==> src/rtl/hcc_pkg.sv <==
package hcc_pkg;
   // true when v is a nonzero power of two
   function automatic bit is_pow2(input int v);
      return (v > 0) && ((v & (v - 1)) == 0);
   endfunction

   localparam int HCC_MIN_SYNC = 2;
endpackage

==> src/rtl/hcc_edge_sync.sv <==
module hcc_edge_sync #(
   parameter int STAGES = 2
) (
   input  logic clk,
   input  logic rst_n,
   input  logic async_in,
   output logic rise_o
);
   if (STAGES < hcc_pkg::HCC_MIN_SYNC) begin : g_bad_stages
      $error("hcc_edge_sync: STAGES too small");
   end

   // chain[STAGES-1] is the synchronized level, chain[STAGES] its previous value
   logic [STAGES:0] chain;

   for (genvar i = 0; i <= STAGES; i++) begin : g_stage
      if (i == 0) begin : g_first
         always_ff @(posedge clk) begin
            if (!rst_n) chain[0] <= 1'b0;
            else        chain[0] <= async_in;
         end
      end else begin : g_next
         always_ff @(posedge clk) begin
            if (!rst_n) chain[i] <= 1'b0;
            else        chain[i] <= chain[i-1];
         end
      end
   end

   assign rise_o = chain[STAGES-1] & ~chain[STAGES];

   AST_RISE_SINGLE: assert property (@(posedge clk) disable iff (!rst_n)
      rise_o |=> !rise_o);
endmodule

==> src/rtl/hcc_dead_timer.sv <==
module hcc_dead_timer #(
   parameter int CNT_W = 8
) (
   input  logic             clk,
   input  logic             rst_n,
   input  logic             start_i,
   input  logic [CNT_W-1:0] len_i,
   output logic             busy_o
);
   if (CNT_W < 1) begin : g_bad_w
      $error("hcc_dead_timer: CNT_W must be positive");
   end

   logic [CNT_W-1:0] remain;

   always_ff @(posedge clk) begin
      if (!rst_n)              remain <= '0;
      else if (start_i)        remain <= len_i;
      else if (remain != '0)   remain <= remain - 1'b1;
   end

   assign busy_o = (remain != '0);

   AST_DEAD_ARMED: assert property (@(posedge clk) disable iff (!rst_n)
      (start_i && len_i != '0) |=> busy_o);
   AST_DEAD_NO_RESTART: assert property (@(posedge clk) disable iff (!rst_n)
      busy_o |-> !start_i);
endmodule

==> src/rtl/hcc_ts_fifo.sv <==
module hcc_ts_fifo #(
   parameter int DATA_W = 12,
   parameter int DEPTH  = 4
) (
   input  logic              clk,
   input  logic              rst_n,
   input  logic              flush_i,
   input  logic              wr_i,
   input  logic [DATA_W-1:0] wdata_i,
   input  logic              rd_i,
   output logic [DATA_W-1:0] rdata_o,
   output logic              full_o,
   output logic              empty_o
);
   localparam int AW = (DEPTH > 1) ? $clog2(DEPTH) : 1;

   if (!hcc_pkg::is_pow2(DEPTH) || DEPTH < 2) begin : g_bad_depth
      $error("hcc_ts_fifo: DEPTH must be a power of two, at least 2");
   end

   logic [DATA_W-1:0] mem [DEPTH];
   logic [AW-1:0]     wptr, rptr;
   logic [AW:0]       count;
   logic              do_wr, do_rd;

   assign full_o  = (count == (AW+1)'(DEPTH));
   assign empty_o = (count == '0);
   assign do_rd   = rd_i & ~empty_o;
   assign do_wr   = wr_i & (~full_o | do_rd);
   assign rdata_o = mem[rptr];

   always_ff @(posedge clk) begin
      if (!rst_n || flush_i) begin
         wptr  <= '0;
         rptr  <= '0;
         count <= '0;
      end else begin
         if (do_wr) wptr <= wptr + 1'b1;
         if (do_rd) rptr <= rptr + 1'b1;
         case ({do_wr, do_rd})
            2'b10:   count <= count + 1'b1;
            2'b01:   count <= count - 1'b1;
            default: count <= count;
         endcase
      end
   end

   always_ff @(posedge clk) begin
      if (do_wr) mem[wptr] <= wdata_i;
   end

   AST_COUNT_BOUND: assert property (@(posedge clk) disable iff (!rst_n)
      count <= (AW+1)'(DEPTH));
   AST_FULL_SWAP: assert property (@(posedge clk) disable iff (!rst_n)
      (wr_i && rd_i && full_o && !flush_i) |=> full_o);
endmodule

==> src/rtl/hit_capture_channel.sv <==
module hit_capture_channel #(
   parameter int TS_W        = 12,
   parameter int FIFO_DEPTH  = 4,
   parameter int DEAD_W      = 8,
   parameter int SYNC_STAGES = 2
) (
   input  logic              clk,
   input  logic              rst_n,
   input  logic              disc_in,
   input  logic [TS_W-1:0]   ts_bin,
   input  logic              cfg_mask,
   input  logic              cfg_off,
   input  logic              force_trig,
   input  logic [DEAD_W-1:0] cfg_dead,
   input  logic              rd_ack,
   output logic              rd_valid,
   output logic [TS_W-1:0]   rd_ts,
   output logic              ovf_inc,
   output logic              ph_strobe
);
   if (TS_W < 2) begin : g_bad_ts
      $error("hit_capture_channel: TS_W must be at least 2");
   end

   logic            disc_rise;
   logic            dead_busy;
   logic            fifo_full, fifo_empty;
   logic            trig, take, pop, store, drop;
   logic [TS_W-1:0] ts_gray;

   hcc_edge_sync #(.STAGES(SYNC_STAGES)) u_sync (
      .clk(clk), .rst_n(rst_n), .async_in(disc_in), .rise_o(disc_rise)
   );

   assign ts_gray = ts_bin ^ (ts_bin >> 1);
   assign trig    = (disc_rise & ~cfg_mask) | force_trig;
   assign take    = trig & ~cfg_off & ~dead_busy;
   assign rd_valid = ~fifo_empty;
   assign pop     = rd_ack & rd_valid;
   assign store   = take & (~fifo_full | pop);
   assign drop    = take & ~store;

   hcc_dead_timer #(.CNT_W(DEAD_W)) u_dead (
      .clk(clk), .rst_n(rst_n), .start_i(take), .len_i(cfg_dead),
      .busy_o(dead_busy)
   );

   hcc_ts_fifo #(.DATA_W(TS_W), .DEPTH(FIFO_DEPTH)) u_fifo (
      .clk(clk), .rst_n(rst_n), .flush_i(cfg_off),
      .wr_i(store), .wdata_i(ts_gray), .rd_i(rd_ack),
      .rdata_o(rd_ts), .full_o(fifo_full), .empty_o(fifo_empty)
   );

   always_ff @(posedge clk) begin
      if (!rst_n) begin
         ovf_inc   <= 1'b0;
         ph_strobe <= 1'b0;
      end else begin
         ovf_inc   <= drop;
         ph_strobe <= store;
      end
   end

   AST_OFF_EMPTIES: assert property (@(posedge clk) disable iff (!rst_n)
      cfg_off |=> !rd_valid);
   AST_OVF_NEEDS_FULL: assert property (@(posedge clk) disable iff (!rst_n)
      ovf_inc |-> $past(fifo_full));
   AST_STROBE_HAS_DATA: assert property (@(posedge clk) disable iff (!rst_n)
      ph_strobe |-> rd_valid);
   AST_NOT_BOTH: assert property (@(posedge clk) disable iff (!rst_n)
      !(ovf_inc && ph_strobe));
endmodule

==> config.mk <==
export PLATFORM = sky130hd
export DESIGN_NAME = hit_capture_channel
export DESIGN_NICKNAME = d
export VERILOG_FILES = /design/src/rtl/hcc_pkg.sv /design/src/rtl/hcc_edge_sync.sv /design/src/rtl/hcc_dead_timer.sv /design/src/rtl/hcc_ts_fifo.sv /design/src/rtl/hit_capture_channel.sv
export SDC_FILE = /design/constraint.sdc
export NUM_CORES = 1
export LEC_CHECK = 0
export CAP_MARGIN = 30
export CORE_ASPECT_RATIO = 0.9
export CORE_MARGIN = 2
export CORE_UTILIZATION = 58
export DETAILED_ROUTE_END_ITERATION = 8
export GPL_TIMING_DRIVEN = 0
export PLACE_DENSITY = 0.94
export SYNTH_ARGS = -nofsm -noshare
export SYNTH_HDL_FRONTEND = slang
export SYNTH_SLANG_ARGS = --single-unit
==> constraint.sdc <==
create_clock -name clk -period 3.7 [get_ports clk]
set_input_delay 0.555 -clock clk [delete_from_list [all_inputs] [get_ports clk]]
set_output_delay 0.555 -clock clk [all_outputs]
set_load 0.005 [all_outputs]
======== Word-level counts from Yosys, hierarchy flattened ========
Memories as Yosys holds them, arrays and structs flattened. A register that Yosys moved wholly into a read port is not among the register bits.
Index checks and enable logic that the tools add are counted.
storage, ports and cells
  register bits ........................... 20
  RAM bits ................................ 48
  input port bits ......................... 27
  output and inout bits ................... 15
  word-level logic and storage cells ...... 49
  memories kept ........................... 1
cells by class
  add/sub/neg operators ................... 5
  equal/unequal tests ..................... 3
  mux-type cells .......................... 7
  bitwise logic cells ..................... 18
  reduce and logical (&&, ||, !) cells .... 6
memory list
  name        words  bits a word  rd ports  clocked after Yosys merged registers in  wr ports  RTL line           source
  u_fifo.mem  4      12           1         1                                        1         hcc_ts_fifo.sv:21  logic [DATA_W-1:0] mem [DEPTH];
operators with widths
  operator                                                             count
  8-bit two-way mux                                                    2
  12-bit by 11-bit bitwise XOR with 12-bit output                      1
  1-bit AND                                                            8
  8-bit nonzero test                                                   1
  8-bit by 1-bit subtractor with 8-bit output (second input constant)  1
  1-bit inverter                                                       7
  3-bit case mux with 2 select lines                                   1
  2-bit by 1-bit adder with 2-bit output (second input constant)       2
  2-bit two-way mux                                                    2
  2-bit nonzero test                                                   2
  3-bit by 1-bit adder with 3-bit output (second input constant)       1
  3-bit == test (second input constant)                                1
  3-bit zero test                                                      1
  3-bit by 1-bit subtractor with 3-bit output (second input constant)  1
  2-bit by 1-bit == test with 1-bit output (second input constant)     1
  2-bit == test (second input constant)                                1
  1-bit two-way mux                                                    2
  1-bit OR                                                             2
  1-bit zero test                                                      1
  1-bit logical OR                                                     1

======== Depth between registers and ports, before layout ========
Gate-level depths: netlist (run 1).
  word-level depth ........................ 10
  depth in mapped cells ................... 12
  depth with buffers taken out ............ 11

======== Cells and area by module ========
From an unflattened synthesis (run 1), not the netlist that was laid out.
unflattened totals
  cell total of the unflattened synthesis .. 208
  area total of the unflattened synthesis .. 3055.4 µm²
modules (own cells, without submodules)
  module               times used  cells each  area an instance (µm²)  sequential area each (µm²)
  hcc_ts_fifo          1           126         2280.9                  1621.6
  hcc_dead_timer       1           54          480.5                   160.2
  hit_capture_channel  1           21          201.4                   40.0
  hcc_edge_sync        1           7           92.6                    60.1

======== Worst setup path before layout (run 1) ========
No wires, ideal clock.
  path kind ............................... input -> register
  start point ............................. input rd_ack
  end point ............................... register u_fifo.count[2]
  library setup time ...................... 0.070 ns
  arrival time ............................ 2.450 ns
  data required time ...................... 3.630 ns
  setup slack ............................. 1.180 ns
  stages on the path ...................... 10
  buffers on the path ..................... 0
  cells stage by stage .................... or4b_1 > o211ai_1 > nor2_1 > inv_1 > ha_1 > inv_1 > fa_1 > xor2_1 > or3_1 > a21oi_1
on the way
  cells in the longest elaborated chain, start to end .. 6
  elaborated cells on any way between the ends .. 8
  classes of those cells .................. 2 x eq/ne; 1 x mux; 4 x bitwise; 1 x reduce/logical
ends and longest elaborated chain
  what                                                                              RTL line                                      source
  from (decl)                                                                       hit_capture_channel.sv:15                     input logic rd_ack,
  1-bit AND *                                                                       hcc_ts_fifo.sv:28, hit_capture_channel.sv:39
  1-bit OR                                                                          hcc_ts_fifo.sv:29, hit_capture_channel.sv:40
  1-bit AND                                                                         hit_capture_channel.sv:40                     assign store = take & (~fifo_full | pop);
  1-bit AND                                                                         hcc_ts_fifo.sv:29                             assign do_wr = wr_i & (~full_o | do_rd);
  2-bit by 1-bit == test with 1-bit output / 2-bit == test (equally long branches)  hcc_ts_fifo.sv:40                             case ({do_wr, do_rd})
  3-bit case mux with 2 select lines / 2-bit nonzero test (equally long branches)   n/a
  to (signal assigned)                                                              hcc_ts_fifo.sv:41                             2'b10: count <= count + 1'b1;
  to (signal assigned)                                                              hcc_ts_fifo.sv:42                             2'b01: count <= count - 1'b1;
  to (signal assigned)                                                              hcc_ts_fifo.sv:43                             default: count <= count;
  to (decl)                                                                         hcc_ts_fifo.sv:23                             logic [AW:0] count;
Every way passes the cells marked *; elsewhere a longest branch is shown, timed or not.
A chain may end at the register's enable or synchronous reset.

======== Worst setup path after layout (run 1) ========
Ends and elaborated chain as after synthesis.

==> results of run 1 <==
-- stage by stage --
step	area [um^2]	total power, mW	setup slack [ns]	hold WS [ns]	instances
6_report	3620	1.95	0.851	0.448	321
5_1_grt	3620	2.04	0.742	0.469	321
4_1_cts	3620	1.95	0.870	0.454	321
3_3_place_gp	3450	1.37	0.629	0.418	305
3_5_place_dp	3450	1.38	0.538	0.437	305
2_1_floorplan	2960	1.25	1.18	0.412	199
-- state kept, by name, indices dropped and copies added (netlist names), named ones only --
| signal | flops |
|---|---|
| u_fifo.mem | 48 |
| u_fifo.wptr | 2 |
| u_fifo.count | 3 |
| u_sync.chain | 3 |
| u_dead.remain | 8 |
| ovf_inc | 1 |
| u_fifo.rptr | 2 |
| ph_strobe | 1 |
-- worst register-to-register path: cells and delay by family (launching register included) --
kind | cells | cell delay [ns]
and+or+nand+nor | 3 | 0.55
buffers and inverters | 4 | 0.59
xor gates and xnor gates | 1 | 0.16
adders and majority gates | 3 | 0.80
DFF | 1 | 0.41
AOI/OAI and AO/OA | 1 | 0.17
-- routing by layer --
layer  GRT usage [%]  wire length, um
met1            25.2             2220
met2            32.8             2560
met3            5.29              194
met4            5.17               53
met5               0                0
-- area by class of cell --
class | count | share of cell area (%)
Sequential cell | 70 | 51.9
Buffer | 4 | 0.483
Multi-Input combinational cell | 114 | 28.0
Timing Repair Buffer | 41 | 11.3
Clock buffer | 13 | 3.83
Inverter | 11 | 1.14
Tap cell | 65 | 2.24
Clock inverter | 3 | 1.07
-- cell families after synthesis --
kind of cell	synth area share, %
DFF	63.7
adders and majority gates	3.64
muxes	9.82
and+or+nand+nor	9.40
buffers and inverters	1.99
AOI/OAI and AO/OA	5.84
xor gates and xnor gates	5.63
-- layout by cell type (no fill, tap or decap), types with 7 or more instances in the layout --
master | synthesis | layout
edfxtp_1 | 48 | 48
a21oi_1 | 8 | 8
clkdlybuf4s50_1 | 0 | 41
ha_1 | 7 | 7
nor2_1 | 12 | 12
inv_1 | 11 | 11
mux4_2 | 12 | 12
dfxtp_1 | 22 | 22
clkbuf_8 | 0 | 9
xor2_1 | 18 | 18
-- where the power goes --
| group | internal [mW] | switching [mW] |
|---|---|---|
| sequential | 0.902 | 0.0587 |
| clock | 0.310 | 0.262 |
| combinational | 0.202 | 0.211 |
| total | 1.41 | 0.532 |
-- path summary, 6_finish.rpt --
path	from	to	slack [ns]
max	rd_ack	u_fifo.count[2]$_SDFFE_PP0P_	0.85
min reg2reg	u_sync.chain[0]$_SDFF_PN0_	u_sync.chain[1]$_SDFF_PN0_	0.45
min	u_sync.chain[0]$_SDFF_PN0_	u_sync.chain[1]$_SDFF_PN0_	0.45
max reg2reg	u_dead.remain[0]$_SDFFE_PN0P_	u_fifo.count[2]$_SDFFE_PP0P_	0.93
==> metrics, run 1 <==
post-synth top area share=between 40% and 50%; vias in the first global route=~1800; Worst Hold Class=register to register; Syn Area/Cell=approximately 15 um^2; Die ar.=between 0.005 and 0.006 mm^2; # diodes=0; Startpoint Class=input pin; largest net degree at the start of global routing=13; slowest stage cell, crit path=or4b_1; DR vias/cell=approximately 5.5; DR pass1 iterations=4; clock tree buffer depth=2; FP Rows=24; drt initial violations=168; DRT antenna net count=0; final setup TNS=0 ns; Root Buffer=clkbuf_8; CTS resizes=0; CTS clock-pin slew for the worst setup and hold paths=about 0.070 ns; CP dominant cell by count=inv_1; max_slew headroom=58.0%; CTS tree=done; Core Box Area=0.00486 mm^2; first-pass GRT wire length=8270 um; drt wl/cell=approximately 16 um; CP Max Fanout=3; FF+latch count, synth=70; R2R cell count=12; CTS buffer count=9; Syn Nets=around 230; power per cell area=roughly 540 mW/mm^2; # DRC=0; share of layout cells above drive strength 1=between 10% and 20%; initial antenna violation count=0; Worst Tran Pin Value=approximately 0.63 ns; Final Critical Period=~2.8 ns; worst vdd ir=between 300 and 400 uV; Fill cells=approximately 340; top cells by count, synth=edfxtp_1 (48), dfxtp_1 (22), xor2_1 (18), mux4_2 (12), nor2_1 (12); Largest stage delay, worst path=roughly 0.51 ns; die span in x=roughly 79 um; placer congestion estimate=approximately 0.81; DP HPWL=between 3000 and 4000 um; critical path type=input pin to register; grt total ovfl=0; async set-reset flop share out of synthesis=0%; FMAX=351 MHz; Worst Skew=~0.011 ns; Nets=286; # setup viols final=0; synthesized area=0.00296 mm^2; synth unique cells=40; CTS Hold Bufs=0; status=finished, final reports clean; number of I/O port buffers=slightly above 40; WHS Path Cells=1; footprint of the multi-input gates=0.00101 mm^2; synth top area cells=edfxtp_1 (49%), dfxtp_1 (15%), mux4_2 (9.1%), xor2_1 (5.3%), ha_1 (3.0%); worst path bufs/invs=3; synthesis-to-layout area growth=22.7%; delay-heaviest family, CP=simple AND/OR/NAND/NOR gates; RSZ-0062 raised after global routing=false; CTS sink count=70; via count=1763; worst path cell trace=clkdlybuf4s50_1 -> or4b_1 -> o211ai_1 -> nor2_1 -> inv_1 -> ha_1 -> inv_1 -> fa_1 -> xor2_1 -> or3_1 -> a21oi_1; CP Capture Type=register; critical path arrival=between 3 and 4 ns; WP data required=around 4 ns; Setup Fix Bufs, Post-CTS=0; final WL=between 5000 and 6000 um; Max Slew Vio Count=0; Main synth FF type=edfxtp_1; Max-Cap Viols=0; clk_lat worst skew=roughly 0.33 ns; Hold Vio Cnt, Final=0; IO Count=between 40 and 50; WP depth=11; Cells after Synth=199; count leader, synth=edfxtp_1; htree depth=3; Pleak=roughly 1.2 nW; die height=around 72 um; sequential share of the synthesized area=63.7%; final critical-path share of the clock period=around 77%; Reg area=about 0.0019 mm^2; Core Util, Final=about three quarters; area leader, netlist=edfxtp_1; All-Layer GR Usage=just under 20%; Ys Warns=0; initial core utilization=between 60% and 70%; Post-synth EDFFs=48
Power figures use the tool's default switching activity.
==> run 2: changes to the inputs <==
--- a/config.mk
+++ b/config.mk
@@ -8,10 +8,10 @@
 export CAP_MARGIN = 30
 export CORE_ASPECT_RATIO = 0.9
 export CORE_MARGIN = 2
-export CORE_UTILIZATION = 58
+export CORE_UTILIZATION = 48
 export DETAILED_ROUTE_END_ITERATION = 8
 export GPL_TIMING_DRIVEN = 0
-export PLACE_DENSITY = 0.94
+export PLACE_DENSITY = 0.84
 export SYNTH_ARGS = -nofsm -noshare
 export SYNTH_HDL_FRONTEND = slang
 export SYNTH_SLANG_ARGS = --single-unit
==> constraint.sdc (replaced) <==
create_clock -name clk -period 2.6 [get_ports clk]
set_input_delay 0.39 -clock clk [delete_from_list [all_inputs] [get_ports clk]]
set_output_delay 0.39 -clock clk [all_outputs]
set_load 0.005 [all_outputs]
==> metrics, run 2 (synthesized netlist as in run 1, its figures left out) <==
status=finished, final reports clean; Die ar.=roughly 0.0068 mm^2; Core Util, Final=approximately three fifths; # setup viols final=0; initial core utilization=between 40% and 50%; die span in x=86.7 um; Core Box Area=approximately 0.006 mm^2; drt initial violations=72; IO Count=42; synthesis-to-layout area growth=24.3%; All-Layer GR Usage=17.2%; origin of the critical flop-to-flop path=u_fifo.count[0]$_SDFFE_PP0P_; worst vdd ir=roughly 470 uV; Worst Skew=0.00897 ns; CTS Hold Bufs=0; Root Buffer=clkbuf_8; CP Capture Type=primary output; CTS buffer count=9; Comb power frac=between 20% and 30%; DP HPWL=3550 um; drt wl/cell=between 15 and 20 um; FP Rows=27; power per cell area=~760 mW/mm^2; final setup TNS=0 ns; vias in the first global route=1899; clk_lat worst skew=0.35 ns; top flop regs=u_fifo.mem (48), u_dead.remain (8); Max-Cap Viols=0; switch share=between 20% and 30%; clock tree buffer depth=2; clock network fraction of total power=between 30% and 40%; CTS clock-pin slew for the worst setup and hold paths=0.07 ns; initial antenna violation count=0; htree depth=3; Flop pwr share=approximately half; FMAX=around 400 MHz; most frequent cells in the layout=edfxtp_1 (48), clkdlybuf4s50_1 (40), dfxtp_1 (19), xor2_1 (18); # diodes=0; Max Slew Vio Count=0; final critical-path share of the clock period=between 90% and 100%; Nets=between 200 and 300; placer congestion estimate=between 0.7 and 0.8; final hold slack=roughly 0.42 ns; Final Critical Period=~2.5 ns; slowest stage cell, crit path=clkbuf_1; share of layout cells above drive strength 1=14.8%; total power=2.78 mW; grt total ovfl=0; Worst Hold Class=input pin to register; most common cell after layout, fill and taps aside=edfxtp_1; # DRC=0; CP Max Fanout=10; via count=approximately 1800; first-pass GRT wire length=a little under 9000 um; max_slew headroom=57.9%; RSZ-0062 raised after global routing=true; die height=a little under 80 um; delay-heaviest family, CP=buffers and inverters; critical path arrival=2.12 ns; reg2reg setup slack=0.09 ns; dpl cells=312; DRT antenna net count=0; final WL=between 5000 and 6000 um; Pleak=approximately 1.3 nW; WP depth=3; largest net degree at the start of global routing=13; Internal=slightly above 2 mW; Switch Pwr=about 770 uW; Largest stage delay, worst path=0.51 ns; last element of the critical path=rd_ts[1]; DR pass1 iterations=5; critical path type=register to primary output; Hold Vio Cnt, Final=0; Worst Tran Pin Value=0.632 ns; DR vias/cell=roughly 5.4; Non-Filler Instances=around 330; max reg flops=48; WP data required=between 2 and 2.5 ns; R2R cell count=10; FF-to-FF End=u_fifo.count[2]$_SDFFE_PP0P_; Top reg by flops=u_fifo.mem; CTS tree=done; worst path cell trace=clkbuf_1 -> mux4_2 -> clkdlybuf4s50_1; Startpoint Class=register; worst path bufs/invs=2; number of I/O port buffers=around 40; CTS sink count=70
## run 2: what timing repair did
action                                  in CTS  in global routing
gates cloned                                 0                  0
endpoints found under the setup margin       1                 10
buffers inserted                             0                  1
pin swaps                                    1                  1
gates resized for setup                      0                  9
## run 2: worst min path at each step
| stage | from | endpoint | slack [ns] | depth (start not counted) |
|---|---|---|---|---|
| 2_1_floorplan | u_sync.chain[0]$_SDFF_PN0_ | u_sync.chain[1]$_SDFF_PN0_ | 0.41 | 1 |
| 3_3_place_gp | u_sync.chain[0]$_SDFF_PN0_ | u_sync.chain[1]$_SDFF_PN0_ | 0.42 | 1 |
| 3_5_place_dp | u_sync.chain[0]$_SDFF_PN0_ | u_sync.chain[1]$_SDFF_PN0_ | 0.43 | 1 |
| 4_1_cts | u_sync.chain[0]$_SDFF_PN0_ | u_sync.chain[1]$_SDFF_PN0_ | 0.46 | 1 |
| 5_1_grt | rd_ack | ovf_inc$_SDFF_PN0_ | 0.43 | 3 |
| 6_report | rd_ack | ovf_inc$_SDFF_PN0_ | 0.42 | 3 |
## run 2: stage by stage
step                area (um^2)  setup slack, ns
floorplan                  2960            0.245
global placement           3460           -0.313
detailed placement         3460           -0.368
CTS                        3640          0.00770
global route               3670          -0.0381
finish                     3670           0.0899
## run 2: metal layers
layer	up-vias	GRT usage (%)	share of wire (%)
li1	856	-	-
met1	871	20.2	43
met2	46	28.6	51
met3	8	7.36	5.3
met4	0	5.16	1.4
met5	-	0	0
## run 2: final cells by class
type	count	area, um^2
Buffer	3	16.3
Clock inverter	5	60.1
Tap cell	72	90.1
Sequential cell	70	1890
Multi-Input combinational cell	114	1030
Clock buffer	11	131
Inverter	11	41.3
Timing Repair Buffer	42	420
Fill cell	468	2370
## run 2: tightest hold or removal path, cell delays in order
cell	delay, ns
dlymetal6s2s_1	0.14
or4b_4	0.15
nor2_1	0.04
## run 2: power by group through the flow
stage               combinational [mW]  clock (mW)  sequential [mW]
global placement                 0.564           0             1.38
CTS                              0.575       0.857             1.37
detailed placement               0.578           0             1.39
global route                     0.656       0.912             1.38
floorplan                        0.410           0             1.37
finish                           0.581       0.836             1.37
